File: config.mk
export PLATFORM = sky130hd
export DESIGN_NAME = pgmon_top
export DESIGN_NICKNAME = d
export VERILOG_FILES = /design/src/rtl/pgmon_pkg.sv /design/src/rtl/pgmon_blank_timer.sv /design/src/rtl/pgmon_channel.sv /design/src/rtl/pgmon_combine.sv /design/src/rtl/pgmon_top.sv
export SDC_FILE = /design/constraint.sdc
export NUM_CORES = 1
export LEC_CHECK = 0
export ABC_AREA = 1
export CAP_MARGIN = 10
export CORE_AREA = 2 2 39 41
export CTS_BUF_LIST = sky130_fd_sc_hd__clkbuf_8
export DETAILED_ROUTE_END_ITERATION = 10
export DIE_AREA = 0 0 41 43
export PLACE_DENSITY = 0.76
export SYNTH_ARGS = -nofsm -noshare
export SYNTH_HDL_FRONTEND = slang
export SYNTH_SLANG_ARGS = --single-unit
File: constraint.sdc
create_clock -name clk -period 1.6 [get_ports clk]
set_clock_uncertainty 0.1 [all_clocks]
set_input_delay 0.32 -clock clk [delete_from_list [all_inputs] [get_ports clk]]
set_output_delay 0.32 -clock clk [all_outputs]
set_load 0.1 [all_outputs]
File: src/rtl/pgmon_pkg.sv
package pgmon_pkg;

   typedef enum logic {
      CH_LOW  = 1'b0,
      CH_GOOD = 1'b1
   } ch_state_e;

   function automatic int unsigned cnt_width(input int unsigned depth);
      cnt_width = (depth <= 2) ? 1 : $clog2(depth);
   endfunction

endpackage

File: src/rtl/pgmon_blank_timer.sv
module pgmon_blank_timer #(
   parameter int unsigned WINDOW = 8
) (
   input  logic clk,
   input  logic rst_n,
   input  logic clr,
   input  logic run,
   output logic expired
);
   localparam int unsigned CW = pgmon_pkg::cnt_width(WINDOW);

   generate
      if (WINDOW == 1) begin : g_nowin
         assign expired = run && !clr;
      end else begin : g_win
         localparam logic [CW-1:0] LAST = CW'(WINDOW - 1);
         logic [CW-1:0] cnt_q;

         assign expired = run && !clr && (cnt_q == LAST);

         always_ff @(posedge clk or negedge rst_n) begin
            if (!rst_n) begin
               cnt_q <= '0;
            end else if (clr || !run || expired) begin
               cnt_q <= '0;
            end else begin
               cnt_q <= cnt_q + 1'b1;
            end
         end
      end
   endgenerate

endmodule

File: src/rtl/pgmon_channel.sv
module pgmon_channel #(
   parameter int unsigned BLANK_CYCLES = 8
) (
   input  logic clk,
   input  logic rst_n,
   input  logic en,
   input  logic above_hi,
   input  logic below_lo,
   output logic good
);
   import pgmon_pkg::*;

   ch_state_e state_q, state_d;
   logic      drop_done;

   pgmon_blank_timer #(.WINDOW(BLANK_CYCLES)) blank_i (
      .clk     (clk),
      .rst_n   (rst_n),
      .clr     (!en || (state_q != CH_GOOD)),
      .run     (below_lo),
      .expired (drop_done)
   );

   always_comb begin
      state_d = state_q;
      if (!en) begin
         state_d = CH_LOW;
      end else begin
         unique case (state_q)
            CH_LOW:  if (above_hi)  state_d = CH_GOOD;
            CH_GOOD: if (drop_done) state_d = CH_LOW;
            default: state_d = CH_LOW;
         endcase
      end
   end

   always_ff @(posedge clk or negedge rst_n) begin
      if (!rst_n) begin
         state_q <= CH_LOW;
      end else begin
         state_q <= state_d;
      end
   end

   assign good = (state_q == CH_GOOD);

endmodule

File: src/rtl/pgmon_combine.sv
module pgmon_combine #(
   parameter int unsigned NUM_CH  = 3,
   parameter bit          REG_OUT = 1'b1
) (
   input  logic              clk,
   input  logic              rst_n,
   input  logic [NUM_CH-1:0] en,
   input  logic [NUM_CH-1:0] slave,
   input  logic [NUM_CH-1:0] good,
   output logic              all_ok
);
   logic [NUM_CH-1:0] active;
   logic [NUM_CH-1:0] pass;
   logic              ok_c;

   assign active = en & ~slave;
   assign pass   = good | ~active;
   assign ok_c   = (|active) && (&pass);

   generate
      if (REG_OUT) begin : g_reg
         logic ok_q;
         always_ff @(posedge clk or negedge rst_n) begin
            if (!rst_n) begin
               ok_q <= 1'b0;
            end else begin
               ok_q <= ok_c;
            end
         end
         assign all_ok = ok_q;
      end else begin : g_comb
         assign all_ok = ok_c && rst_n;
      end
   endgenerate

endmodule

File: src/rtl/pgmon_top.sv
module pgmon_top #(
   parameter int unsigned NUM_CH       = 3,
   parameter int unsigned BLANK_CYCLES = 8,
   parameter bit          REG_OUT      = 1'b1
) (
   input  logic              clk,
   input  logic              rst_n,
   input  logic [NUM_CH-1:0] ch_en,
   input  logic [NUM_CH-1:0] ch_slave,
   input  logic [NUM_CH-1:0] cmp_hi,
   input  logic [NUM_CH-1:0] cmp_lo,
   output logic              pg_ok,
   output logic              pg_pull_low
);
   generate
      if (NUM_CH < 1 || NUM_CH > 32) begin : g_bad_nch
         $error("pgmon_top: NUM_CH must be within 1..32");
      end
      if (BLANK_CYCLES < 1) begin : g_bad_blank
         $error("pgmon_top: BLANK_CYCLES must be at least 1");
      end
   endgenerate

   logic [NUM_CH-1:0] ch_good;

   generate
      for (genvar c = 0; c < NUM_CH; c++) begin : g_ch
         pgmon_channel #(.BLANK_CYCLES(BLANK_CYCLES)) ch_i (
            .clk      (clk),
            .rst_n    (rst_n),
            .en       (ch_en[c]),
            .above_hi (cmp_hi[c]),
            .below_lo (cmp_lo[c]),
            .good     (ch_good[c])
         );
      end
   endgenerate

   pgmon_combine #(.NUM_CH(NUM_CH), .REG_OUT(REG_OUT)) comb_i (
      .clk    (clk),
      .rst_n  (rst_n),
      .en     (ch_en),
      .slave  (ch_slave),
      .good   (ch_good),
      .all_ok (pg_ok)
   );

   assign pg_pull_low = !pg_ok;

endmodule

Word-level counts from Yosys, hierarchy flattened. Index checks and enable logic that the tools add are counted.

Input port bits: 14. Register bits after elaboration: 13. Output and inout bits: 2. Word-level logic and storage cells: 63.

Multiplexer cells: 15. Add/subtract/negate cells: 3. Reduce and logical (&&, ||, !) cells: 28. Bitwise logic cells: 7. Equality and inequality tests: 3.

Operators by type and width (count): $logic_not A1 Y1 (10); $add A3 B1 Y3 const B (3); $eq A3 B3 Y1 const B (3); $logic_or A1 B1 Y1 (9); $mux W1 (9); $mux W3 (3); $logic_and A1 B1 Y1 (7); $not A3 Y3 (2); $pmux W1 S2 (3); $and A3 B3 Y3 (1); $not A1 Y1 (3); $or A3 B3 Y3 (1); $reduce_and A3 Y1 (1); $reduce_or A3 Y1 (1).

Depth between registers and ports, before layout. Gate-level depths: netlist of run 1.

Word-level depth: 8. Mapped depth: 5. Mapped depth without buffers: 5.

By module. Synthesis of run 1 repeated with hierarchy kept, for this count alone.

Cells, all modules: 81. Area total of the unflattened synthesis: 666.9 µm².

By module, submodules not included: pgmon_blank_timer (times used 3, cells each 15, area an instance 143.9 µm²); pgmon_channel (times used 3, cells each 6, area an instance 46.3 µm²); pgmon_combine (times used 1, cells each 17, area an instance 92.6 µm²); pgmon_top (times used 1, cells each 1, area an instance 3.8 µm²).

Worst setup path before layout of run 1. Ideal clock, no wire load.

Path kind: reg2out. Start: register comb_i.g_reg.ok_q (netlist: comb_i.all_ok). End: output port pg_pull_low. Required time: 1.180 ns. Path buffers: 0. Cell stages (with the launch flop): 2. Data arrival time: 1.562 ns. Slack: -0.382 ns. Path through: dfrtp_1 > inv_1.

Cells in the longest elaborated chain, start to end: 1.

RTL lines: start: declaration (line pgmon_combine.sv:22) `logic ok_q;`; start signal: assignment (line pgmon_combine.sv:27) `ok_q <= ok_c;`; $logic_not A1 Y1 (line pgmon_top.sv:48) `assign pg_pull_low = !pg_ok;`; end: declaration (line pgmon_top.sv:13) `output logic pg_pull_low`.

No other way between the ends.

Worst setup path after layout of run 1. Ends and elaborated chain as after synthesis.

==> results of run 1 <==
[layout make-up]
cell class | instances | share of cell area, %
Sequential cell | 13 | 38.3
Multi-Input combinational cell | 40 | 25.9
Timing Repair Buffer | 16 | 20.7
Inverter | 16 | 7.43
Clock buffer | 3 | 4.81
Tap cell | 16 | 2.33
Clock inverter | 1 | 0.437
[worst reg2reg max path, cell delays in order (launching register included)]
cell and delay (ps):
sky130_fd_sc_hd__dfrtp_1 380, sky130_fd_sc_hd__ha_1 200, sky130_fd_sc_hd__ha_1 200, sky130_fd_sc_hd__nor2_1 110
sky130_fd_sc_hd__nand2_1 100, sky130_fd_sc_hd__nor2_1 100
[synthesized netlist by cell type]
library cell / n / area (sq um)
sky130_fd_sc_hd__nand3_1: 5 / 25.0
sky130_fd_sc_hd__nand4_1: 2 / 12.5
sky130_fd_sc_hd__ha_1: 6 / 75.1
sky130_fd_sc_hd__inv_1: 16 / 60.1
sky130_fd_sc_hd__nand2_1: 5 / 18.8
sky130_fd_sc_hd__nand3b_1: 1 / 7.51
sky130_fd_sc_hd__nor2_1: 17 / 63.8
sky130_fd_sc_hd__dfrtp_1: 13 / 325
sky130_fd_sc_hd__a21oi_1: 1 / 5.00
sky130_fd_sc_hd__o21ai_0: 3 / 15.0
[path summary, 6_finish.rpt]
kind	startpoint	end	slack [ps]	depth (start not counted)
setup / recovery	comb_i.all_ok	pg_pull_low	180	2
hold / removal	rst_n	comb_i.all_ok	240	1
setup reg to reg	g_ch[2].ch_i.blank_i.g_win.cnt_q[0]	g_ch[2].ch_i.blank_i.g_win.cnt_q[0]	350	5
hold reg to reg	g_ch[0].ch_i.blank_i.g_win.cnt_q[0]	g_ch[0].ch_i.blank_i.g_win.cnt_q[0]	330	1
max in group asynchronous	rst_n	g_ch[1].ch_i.blank_i.g_win.cnt_q[2]	750	2
min in group clk	g_ch[0].ch_i.blank_i.g_win.cnt_q[0]	g_ch[0].ch_i.blank_i.g_win.cnt_q[0]	330	1
[stage by stage]
| stage | hold slack [ps] | total power, mW | setup slack (ps) | instance area, sq um | util [%] |
|---|---|---|---|---|---|
| 2_1_floorplan | -75.6 | 0.423 | 71.1 | 616 | - |
| 6_report | 238 | 0.781 | 181 | 858 | 62.0 |
| 4_1_cts | 244 | 0.786 | 177 | 858 | 62.0 |
| 3_3_place_gp | 324 | 0.497 | 288 | 813 | 58.8 |
| 3_5_place_dp | 330 | 0.500 | 235 | 813 | 58.8 |
| 5_1_grt | 258 | 0.809 | 162 | 858 | 62.0 |
[flip-flops by register name, summed over array words and instances, names as in the netlist]
| register | cells |
|---|---|
| g_ch.ch_i.good | 3 |
| comb_i.all_ok | 1 |
| g_ch.ch_i.blank_i.g_win.cnt_q | 9 |
[cell families (layout without fill, tap and decap cells)]
logic type      count (synthesis)  in the layout  synth area share (%)
fa+ha+maj                       6              6                  12.3
simple gates                   30             30                  21.0
compound gates                  4              4                  3.29
buf+inv                        16             36                  9.88
flops                          13             13                  53.5
[per-layer routing]
layer / global-route usage [%] / routed length, um
met3: 5.24 / 75
met1: 18.6 / 484
met4: 12.0 / 36
met2: 23.8 / 494
met5: 0 / 0
[power groups by stage]
stage	combinational [mW]	sequential [mW]	clock [mW]
finish	0.141	0.352	0.288
global route	0.151	0.354	0.304
CTS	0.142	0.353	0.291
detailed placement	0.142	0.358	0
global placement	0.139	0.357	0
floorplan	0.0470	0.376	0
==> reports/summary.md, run 1 <==
The number of placed instances, taps included, is 101. The total routing usage reported by global routing was 16.2%. The critical setup path kind was reg2out. The flow ran to the end, and the final reports show no timing, DRC or antenna violations. In this run the worst hold path is classified as in2async. The number of nets handed over by synthesis was 89.

In the finished design, the share of the clock period the worst path needs comes to 88.7%. The starting density of the core came out at 43.9%. The areal power density over the cells is 910 nW/um^2. Detailed routing inserted a total of 494 vias. Clock tree synthesis found a total of 13 sinks. Final-layout fill cell count: 124. The number of clock buffers added by TritonCTS is 3. The top cell types in the final layout, fill and taps aside, are 17 x sky130_fd_sc_hd__nor2_1, 16 x sky130_fd_sc_hd__inv_1, 13 x sky130_fd_sc_hd__clkdlybuf4s50_1. The root buffer cell was sky130_fd_sc_hd__clkbuf_8. Setup repair after global routing left no endpoint under its margin.

In the final layout, the share of cells above drive strength 1 is 8.99%. Cell internal power was estimated by the tool at 0.575 mW. Traced cell by cell, the critical path runs through clkinvlp_4 -> buf_12. The largest individual stage delay along the critical path comes from the cell sky130_fd_sc_hd__dfrtp_4. The data arrival time at the worst-slack endpoint is 1000 ps, and the number of standard cells in the layout, taps in and fillers out is 105. The tools report the depth of the CTS H-tree as 1. Entering global routing, the biggest net connects 8 pins.

For the final routed database, the setup TNS stands at 0 ps. The clock network accounts for 36.8% of the total power. In this run, the number of DRC markers left after iteration 0 of detailed routing was 5. The max-cap check violation count is 0, and the final antenna diode count is 0.

The floorplan step set the die width to 41 um. The logs give 78.0% for the tightest slew margin relative to the limit and 0 for the number of remaining DRC errors. The total leakage power is 0.440 nW, and the cts-stage hold buffer count is 0. Gates resized during post-CTS repair numbered 0.

The routed design has 1.09 mm of wire. The clock reaches the later pin of the worst-skew pair after 240 ps. The floorplan has 14 rows. The tools report the final weighted congestion of routability-driven global placement as 0.691.

For the combinational share of power, the log shows 18.0%. At the worst endpoint, the required time is 1180 ps. The net count of the finished layout is 110.

Count of cell types in the netlist: 10. The number of setup violations in the final report was 0; the measured slew at the worst slew-check pin was 330 ps. After synthesis the cells add up to 608 sq um. Net switching is 26.3% of the power. The area growth from synthesis to layout is 41.2%. The final-report hold violation count is 0, and the half-perimeter wire length after placement is 868 um. The family with the most delay on the worst path was flip-flops.

Die height: 43 um. Once detail routing completed, the nets flagged for antenna violations numbered 0. VDD sags by at most 0.000477 V.

The tools report the first-pass iteration count of the detailed router as 3. Most common cell after layout, fill and taps aside: sky130_fd_sc_hd__nor2_1. The portion of total power attributed to sequential cells is 45.1%, and the number of warnings printed during yosys synthesis is 0. The via density per instance is 4.70.

The analysis attributes to net switching a power of 0.206 mW. The synthesized design contains 13 register bits. The first global-routing pass estimated 1.85 mm of wire. The number of I/O port buffers came out at 15.

The run gives 497 as the via count of the first global-routing pass. The detailed-route wire length per cell came out at 10.4 um. After synthesis, flip-flops and latches occupy 53.5% of the total area. TritonCTS built the clock tree.

The run gives 0 as the number of antenna violations at the first check in global routing. The largest stage delay on the critical path came out at 500 ps. The floorplan step defined a die boundary enclosing 1760 sq um.

The routed design could run at a clock period as short as 1420 ps. For the final global-route overflow total, the log shows 0. The worst setup path is launched from a register. Clock-pin slew was measured on the worst setup and hold paths at 50 ps. The average size of a mapped cell works out to 8.81 sq um. The clock passes through at most 2 buffers.

The multi-input combinational cells in the finished layout cover a total of 223 sq um. The post-synthesis instance total came out at 69. The kind of end point of the critical path is a primary output.

The core box area was 1380 sq um; the max-slew violation count was 0. The number of buffers inserted to repair setup after CTS is 0. Pin placement for this block handled 16 I/O pins.

Based on the critical path, the design can be clocked at up to 705 MHz. Along the worst path, the maximum fanout reaches 2. The critical path buffer and inverter count is 2, and the register area is 329 sq um.
(Power assumes the default switching activity.)
==> run 2: changes to the inputs <==
Settings changed: SLEW_MARGIN set to 20.
==> results of run 2 <==
No change in the layout: final DEF, timing and power equal those of run 1.
==> run 3: changes to the inputs <==
Settings changed: SLEW_MARGIN 20 to not set.
==> results of run 3 <==
No change in the layout: final DEF, timing and power equal those of run 1.
